===== src/rtl/ext_irq_pkg.sv =====
package ext_irq_pkg;
   typedef enum logic [1:0] {
      TRG_RISE = 2'b00,
      TRG_FALL = 2'b01,
      TRG_HIGH = 2'b10,
      TRG_LOW  = 2'b11
   } trig_mode_e;

   localparam int ADDR_MODE = 0;
   localparam int ADDR_CTRL = 1;
   localparam int ADDR_CLR  = 2;
endpackage


===== src/rtl/ext_irq_sync.sv =====
module ext_irq_sync #(
   parameter int STAGES = 2
) (
   input  logic clk,
   input  logic rst_n,
   input  logic en,
   input  logic d,
   output logic q
);
   logic [STAGES-1:0] chain_q;

   always_ff @(posedge clk or negedge rst_n) begin
      if (!rst_n)
         chain_q <= '0;
      else if (en)
         chain_q <= {chain_q[STAGES-2:0], d};
   end

   assign q = chain_q[STAGES-1];
endmodule


===== src/rtl/ext_irq_filter.sv =====
module ext_irq_filter #(
   parameter int DIV = 16
) (
   input  logic clk,
   input  logic rst_n,
   input  logic en,
   input  logic slow_sel,
   input  logic d,
   output logic q
);
   localparam int CW = (DIV > 1) ? $clog2(DIV) : 1;

   logic [CW-1:0] div_cnt_q;
   logic          smp_q;
   logic          out_q;
   logic          tick;

   assign tick = en && (!slow_sel || (div_cnt_q == '0));

   always_ff @(posedge clk or negedge rst_n) begin
      if (!rst_n) begin
         div_cnt_q <= '0;
         smp_q     <= 1'b0;
         out_q     <= 1'b0;
      end else begin
         if (en)
            div_cnt_q <= (div_cnt_q == CW'(DIV-1)) ? '0 : div_cnt_q + 1'b1;
         if (tick) begin
            smp_q <= d;
            if (d == smp_q)
               out_q <= d;
         end
      end
   end

   assign q = out_q;
endmodule


===== src/rtl/ext_irq_trig.sv =====
module ext_irq_trig
   import ext_irq_pkg::*;
#(
   parameter bit LEVEL_OK = 1'b1
) (
   input  logic       clk,
   input  logic       rst_n,
   input  logic       en,
   input  logic       d,
   input  logic [1:0] mode,
   output logic       set
);
   logic prev_q;
   logic rise, fall, hit;

   always_ff @(posedge clk or negedge rst_n) begin
      if (!rst_n)
         prev_q <= 1'b0;
      else if (en)
         prev_q <= d;
   end

   assign rise = d & ~prev_q;
   assign fall = ~d & prev_q;

   generate
      if (LEVEL_OK) begin : g_level_type
         always_comb begin
            case (trig_mode_e'(mode))
               TRG_RISE: hit = rise;
               TRG_FALL: hit = fall;
               TRG_HIGH: hit = d;
               default:  hit = ~d;
            endcase
         end
      end else begin : g_edge_type
         always_comb begin
            if (mode[1])
               hit = rise | fall;
            else if (mode[0])
               hit = fall;
            else
               hit = rise;
         end
      end
   endgenerate

   assign set = en & hit;
endmodule


===== src/rtl/ext_irq_detect.sv =====
module ext_irq_detect
   import ext_irq_pkg::*;
#(
   parameter int         NUM_CH      = 4,
   parameter int         LEVEL_CH    = 2,
   parameter int         FILT_CH     = 3,
   parameter int         FILT_DIV    = 16,
   parameter int         SYNC_STAGES = 2,
   parameter int         DW          = 8,
   parameter int         AW          = 2,
   parameter logic [7:0] VEC_BASE    = 8'h03,
   parameter int         VEC_STEP    = 8
) (
   input  logic                   clk,
   input  logic                   rst_n,
   input  logic                   cyc_en,
   input  logic [NUM_CH-1:0]      pin_i,
   input  logic                   wr_en,
   input  logic [AW-1:0]          wr_addr,
   input  logic [DW-1:0]          wr_data,
   output logic [NUM_CH-1:0]      pend,
   output logic                   irq_valid,
   output logic [7:0]             irq_vector,
   output logic [NUM_CH-LEVEL_CH-1:0] tmr_evt
);
   localparam int IW = (NUM_CH > 1) ? $clog2(NUM_CH) : 1;
   localparam int MW = 2 * NUM_CH;

   generate
      if (NUM_CH < 2 || NUM_CH > 8) begin : g_bad_num_ch
         $error("NUM_CH must be 2..8");
      end
      if (LEVEL_CH >= NUM_CH) begin : g_bad_level_ch
         $error("LEVEL_CH must be below NUM_CH");
      end
      if (FILT_CH >= NUM_CH) begin : g_bad_filt_ch
         $error("FILT_CH must name an existing channel");
      end
      if (MW > DW || NUM_CH + 1 > DW) begin : g_bad_dw
         $error("DW too narrow for mode or control fields");
      end
      if (SYNC_STAGES < 2 || FILT_DIV < 2) begin : g_bad_depth
         $error("SYNC_STAGES and FILT_DIV must be at least 2");
      end
   endgenerate

   logic [MW-1:0]     mode_q;
   logic [NUM_CH-1:0] en_q;
   logic              slow_q;
   logic [NUM_CH-1:0] pend_q;
   logic [NUM_CH-1:0] set_vec;
   logic [NUM_CH-1:0] clr_mask;
   logic [NUM_CH-1:0] live;
   logic [IW-1:0]     win;
   logic              any;

   // configuration registers
   always_ff @(posedge clk or negedge rst_n) begin
      if (!rst_n) begin
         mode_q <= '0;
         en_q   <= '0;
         slow_q <= 1'b0;
      end else if (wr_en) begin
         if (wr_addr == AW'(ADDR_MODE))
            mode_q <= wr_data[MW-1:0];
         if (wr_addr == AW'(ADDR_CTRL)) begin
            en_q   <= wr_data[NUM_CH-1:0];
            slow_q <= wr_data[NUM_CH];
         end
      end
   end

   // per-channel front end
   genvar ch;
   generate
      for (ch = 0; ch < NUM_CH; ch++) begin : g_ch
         logic synced;
         logic cleaned;

         ext_irq_sync #(.STAGES(SYNC_STAGES)) u_sync (
            .clk   (clk),
            .rst_n (rst_n),
            .en    (cyc_en),
            .d     (pin_i[ch]),
            .q     (synced)
         );

         if (ch == FILT_CH) begin : g_filt
            ext_irq_filter #(.DIV(FILT_DIV)) u_filt (
               .clk      (clk),
               .rst_n    (rst_n),
               .en       (cyc_en),
               .slow_sel (slow_q),
               .d        (synced),
               .q        (cleaned)
            );
         end else begin : g_nofilt
            assign cleaned = synced;
         end

         ext_irq_trig #(.LEVEL_OK(ch < LEVEL_CH)) u_trig (
            .clk   (clk),
            .rst_n (rst_n),
            .en    (cyc_en),
            .d     (cleaned),
            .mode  (mode_q[2*ch +: 2]),
            .set   (set_vec[ch])
         );

         if (ch >= LEVEL_CH) begin : g_tmr
            assign tmr_evt[ch-LEVEL_CH] = set_vec[ch];
         end
      end
   endgenerate

   // request flags: a new event outranks a simultaneous clear
   assign clr_mask = (wr_en && wr_addr == AW'(ADDR_CLR)) ? wr_data[NUM_CH-1:0] : '0;

   always_ff @(posedge clk or negedge rst_n) begin
      if (!rst_n)
         pend_q <= '0;
      else
         pend_q <= (pend_q & ~clr_mask) | set_vec;
   end

   // fixed priority, lowest channel wins
   assign live = pend_q & en_q;

   always_comb begin
      win = '0;
      any = 1'b0;
      for (int i = NUM_CH - 1; i >= 0; i--) begin
         if (live[i]) begin
            win = IW'(i);
            any = 1'b1;
         end
      end
   end

   assign pend       = pend_q;
   assign irq_valid  = any;
   assign irq_vector = any ? (VEC_BASE + 8'(int'(win) * VEC_STEP)) : 8'h00;
endmodule


===== config.mk =====
export PLATFORM = sky130hd
export DESIGN_NAME = ext_irq_detect
export DESIGN_NICKNAME = d
export VERILOG_FILES = /design/src/rtl/ext_irq_pkg.sv /design/src/rtl/ext_irq_sync.sv /design/src/rtl/ext_irq_filter.sv /design/src/rtl/ext_irq_trig.sv /design/src/rtl/ext_irq_detect.sv
export SDC_FILE = /design/constraint.sdc
export NUM_CORES = 1
export LEC_CHECK = 0
export ABC_AREA = 0
export CORE_MARGIN = 2
export CORE_UTILIZATION = 50
export DETAILED_ROUTE_END_ITERATION = 6
export GPL_ROUTABILITY_DRIVEN = 0
export PLACE_DENSITY = 0.78
export SYNTH_ARGS = -nofsm -noshare
export SYNTH_HDL_FRONTEND = slang
export SYNTH_SLANG_ARGS = --single-unit
export TNS_END_PERCENT = 10

===== constraint.sdc =====
create_clock -name clk -period 3.3 [get_ports clk]
set_clock_uncertainty 0.05 [all_clocks]
set_input_delay 0.33 -clock clk [delete_from_list [all_inputs] [get_ports clk]]
set_output_delay 0.33 -clock clk [all_outputs]
set_load 0.02 [all_outputs]

* Word level (Yosys, flattened, before mapping)
Index checks and enable logic that the tools add are counted.
Word-level totals: logic and storage cells 79, flip-flop bits (word level) 35, bits of input ports 18
Operators by class: bitwise gates (word level) 26, add/subtract/negate cells 2, reductions and logical operators 11, muxes and demuxes 17, eq/ne operators 8
Operators with widths (count):
- bitwise AND 1 bit | 12
- bitwise AND 4 bit | 2
- 2-to-1 mux 1 bit | 8
- 2-to-1 mux 2 bit | 4
- 2-to-1 mux 4 bit | 2
- inverter 1 bit | 8
- adder 2 x 5 -> 6 bit, first input constant | 1
- == test 2 x 1 -> 1 bit, second input constant | 3
- == test 2 bit, second input constant | 3
- logical NOT 2 bit | 3
- 2-to-1 mux 6 bit | 1
- one-hot mux 1 bit (3 select lines) | 2
- AND reduction 2 bit | 3
- adder 4 x 1 -> 4 bit, second input constant | 1
- == test 4 bit, second input constant | 1
- logical NOT 4 bit | 1
- inverter 4 bit | 1
- bitwise OR 4 bit | 1
- logical AND 1 bit | 2
- bitwise OR 1 bit | 2
- == test 1 bit | 1
- logical NOT 1 bit | 1
- logical OR 1 bit | 1

* Depth between registers and ports, before layout
depth in word-level cells 7, depth in mapped cells 6

* Cells and area by module
From an unflattened synthesis, not the netlist that was laid out.
Unflattened totals: cells, all modules 139, area, all modules 1714.1 um^2
Modules (own cells, without submodules):
- ext_irq_detect | area each 762.0 um^2, cells an instance 58, seq. area each 425.4 um^2, times used 1
- ext_irq_filter | area each 344.1 um^2, cells an instance 31, seq. area each 150.1 um^2, times used 1
- ext_irq_sync | area each 72.6 um^2, cells an instance 4, seq. area each 50.0 um^2, times used 4
- ext_irq_trig at g_ch[2].u_trig ... | area each 91.3 um^2, cells an instance 10, seq. area each 25.0 um^2, times used 2
- ext_irq_trig at g_ch[0].u_trig ... | area each 67.6 um^2, cells an instance 7, seq. area each 25.0 um^2, times used 2

* Least setup slack after synthesis
Ideal clock, no wire load.
path type reg-to-output, start point register g_ch[3].g_filt.u_filt.out_q, end point output port tmr_evt[1], stages on the path, launching flop included 6, data required time 2920 ps, slack 1713 ps, buffers on the path 1, arrival time 1207 ps, path through dfrtp_1 ha_1 nor2b_1 a211o_1 and3_1 buf_4
Between the ends: word-level cells in the longest chain between the ends 5
Ends and longest elaborated chain:
- from (decl) | RTL line ext_irq_filter.sv:15 | logic out_q;
- from (signal assigned) | RTL line ext_irq_filter.sv:24 | out_q <= 1'b0;
- from (signal assigned) | RTL line ext_irq_filter.sv:31 | out_q <= d;
- inverter 1 bit | RTL line ext_irq_trig.sv:24 | assign fall = ~d & prev_q;
- bitwise AND 1 bit | RTL line ext_irq_trig.sv:24
- 2-to-1 mux 1 bit or bitwise OR 1 bit (tied branches) | RTL line ext_irq_trig.sv:40, ext_irq_trig.sv:39
- 2-to-1 mux 1 bit * | RTL line ext_irq_trig.sv:38 | if (mode[1])
- bitwise AND 1 bit * | RTL line ext_irq_trig.sv:48 | assign set = en & hit;
- to (decl) | RTL line ext_irq_detect.sv:24 | output logic [NUM_CH-LEVEL_CH-1:0] tmr_evt
Every way passes the cells marked *; elsewhere a longest branch is shown, timed or not.

* Worst setup path after layout
Same ends and word-level chain as after synthesis.

==> results by group <==
GRT
  – GRT met2 Usage: between 30% and 40%
  – GRT met1 Usage: between 20% and 30%
  – Global routing's busiest layer: met2
  – Vias in the first global route: around 1200
  – First-pass GRT wire length: a little under 5 mm
  – GR Util All Layers: about 18%
  – Grt total ovfl: 0
  – Largest net degree at the start of global routing: 36
  – Met3 Track Usage GR: under 10%
  – Initial antenna violation count: 0

Logic synthesis
  – Cell Area, Synth: between 1500 and 2000 µm²
  – Register area share after synthesis: 52.51%
  – Yosys cell types: 26
  – Synth area leader: dfrtp_1
  – Syn. warnings: 0
  – Largest cells by area after synthesis: dfrtp_1, mux2_2, ha_1, o21ai_0, buf_4
  – Mapped Cells: around 150
  – Top cell type's share of synthesized area: between 50% and 60%
  – #FFs+latches synth: 35
  – Synth Area per Inst: 11.50 µm²

Place
  – Post-DP HPWL: 2.102 mm
  – Input/output buffers: 28

Hold path
  – Worst Hold Class: in -> async

Clock tree
  – CTS Buffer Depth: 2
  – Worst-path clk slew: 100 ps
  – CTS H-Tree Depth: 2
  – Num CTS Buffers: 5
  – Post-CTS Resized: 0
  – Clock Sinks: 35
  – Post-CTS Setup Bufs: 0
  – Clock Latency Late Sink: about 330 ps
  – CTS Hold Bufs: 0
  – CTS tree: done
  – Root Driver: clkbuf_4

Layout
  – Number of fill cells: 269
  – Storage cell area: 875.8 µm²
  – N_diodes: 0
  – Layout area overhead: 21.31%
  – Area of the multi-input gates: slightly below 700 µm²
  – Nets@finish: between 150 and 200
  – Post-layout util: 65.20%
  – Layout cells sized above 1: between 10% and 20%

Drt
  – Final WL: between 2 and 3 mm
  – Drt pass-1 iters: 4
  – Iteration-0 DRC Markers: 37
  – Final antenna-violating net count: 0
  – Routed vias/inst: 5.205
  – Vias: roughly 1100
  – DRC violations left: 0
  – Drt wl/cell: about 13 µm

Power and ir drop
  – Worst vdd ir: 0.0003733 V
  – Pwr dens: between 600 and 700 nW/µm²
  – Static Leak: between 0.8 and 0.9 nW

Timing
  – Final setup vio count: 0
  – Pins over their slew limit: 0
  – Crit path time final: 2392 ps
  – Setup TNS: 0 ps
  – Part of the cycle the worst path needs: 72.48%
  – RSZ-0062 raised after global routing: no
  – Max Fclk: roughly 420 MHz
  – Fin. Hold Viols: 0

Floorplan
  – Num ports: 33
  – Die area: 3814 µm²
  – Starting Density: between 50 and 60%
  – Die width: a little over 60 µm
  – Die Y: 61.76 µm
  – Area of the core: slightly above 3000 µm²
  – Row count: 20

Worst setup path
  – Reg2Reg Setup Slack: 1630 ps
  – Critical-path cell list: inv_1 -> ha_1 -> a211o_1 -> and3_1 -> clkdlybuf4s50_1
  – Crit start category: flop
  – Worst Path Buf+Inv: 2
  – Worst-path maximum fanout: 4
  – CP max stage delay: 530 ps
  – Crit path required time: about 2900 ps
  – Critical Path End Type: output port
  – Delay-heaviest family, CP: buffers and inverters
  – Slowest stage cell, crit path: clkdlybuf4s50_1
  – CP Class: reg -> out
  – Worst endpoint data arrival time: between 2000 and 2500 ps

Run
  – Max-cap viol count: 0

Status
  – Status: completed
-- power by group --
part	total [W]	switching [W]	leakage [nW]	internal, W
combinational	0.000406	0.000192	0.446	0.000214
clock	0.000255	0.000130	0.0386	0.000125
sequential	0.000607	0.0000823	0.408	0.000524
total	0.00127	0.000404	0.893	0.000863
-- flip-flops by register name, summed over array words and instances (netlist names) --
| register | flops |
|---|---|
| slow_q | 1 |
| mode_q | 8 |
| g_ch.g_filt.u_filt.smp_q | 1 |
| g_ch.g_filt.u_filt.q | 1 |
| g_ch.g_filt.u_filt.div_cnt_q | 4 |
| en_q | 4 |
| pend | 4 |
| g_ch.u_sync.chain_q | 8 |
| g_ch.u_trig.prev_q | 4 |
-- metrics by stage --
step           cells  instance area (µm²)  hold slack, ps  setup WS [ps]  total power (W)
2_1_floorplan    148                 1679          -15.59           1713        0.0008761
3_3_place_gp     211                 1954           414.1           1021         0.001001
3_5_place_dp     211                 1954           436.9           1010         0.001025
4_1_cts          219                 2023           345.6          883.9         0.001283
5_1_grt          219                 2023           357.5          802.6         0.001363
6_report         219                 2023           341.9          908.1         0.001267
-- layout by cell type, fill, tap and decap left out, drive strengths merged, types with 3 or more instances in the layout --
cell           instances
o211ai                 3
inv                   11
o21a                   3
ha                     6
nor2b                  3
mux2                  19
xnor2                  3
conb                   4
nand2                 16
dfrtp                 35
clkbuf                 8
o21ai                 13
clkdlybuf4s50         28
-- layer usage --
metal / part of all wire (%) / wire length (µm) / vias up
li1: - / - / 545
met1: 44 / 1213 / 555
met2: 49 / 1348 / 35
met3: 6.2 / 171 / 5
met4: 1.6 / 45 / 0
met5: 0 / 0 / -
-- synth_stat cells (all sizes together) --
library cell and instances:
a211o 2, a21oi 2, a22oi 2, a31o 2, a32oi 1, and3 2, buf 11, conb 1
dfrtp 35, ha 6, inv 11, mux2 19, nand2 16, nand3 2, nand3b 2, nor2b 3
nor3b 2, o2111ai 1, o211ai 3, o21a 3, o21ai 13, o41ai 1, xnor2 3, xor2 2
-- final timing paths --
path / startpoint / endpoint / cells after the start
max: g_ch[3].g_filt.u_filt.q / tmr_evt[1] / 5
min: rst_n / g_ch[3].g_filt.u_filt.div_cnt_q[2] / 2
max reg2reg: g_ch[3].g_filt.u_filt.div_cnt_q[0] / g_ch[3].g_filt.u_filt.smp_q / 5
min reg2reg: g_ch[2].u_sync.chain_q[0] / g_ch[2].u_sync.chain_q[1] / 2
max in group asynchronous: rst_n / g_ch[1].u_sync.chain_q[1] / 2
min in group clk: g_ch[2].u_sync.chain_q[0] / g_ch[2].u_sync.chain_q[1] / 2
-- final cells by class --
class	count	share of cell area, %
repair buffers	30	14.59
multi-input cells	91	33.95
flip-flops and latches	35	43.29
well taps	44	2.721
inverters	11	2.041
clock buffers	8	3.401
-- kinds of logic (layout without fill, tap and decap cells) --
family | Yosys count | in the layout | synth area share, %
DFF | 35 | 35 | 52.51
AOI/OAI and AO/OA | 30 | 30 | 11.78
and+or+nand+nor | 27 | 27 | 8.552
buffers and inverters | 22 | 49 | 6.977
muxes | 19 | 19 | 12.83
adders and majority gates | 6 | 6 | 4.501
xor gates and xnor gates | 5 | 5 | 2.626
other | 1 | 4 | 0.2248
No activity file was read; power rests on OpenSTA's default activity.
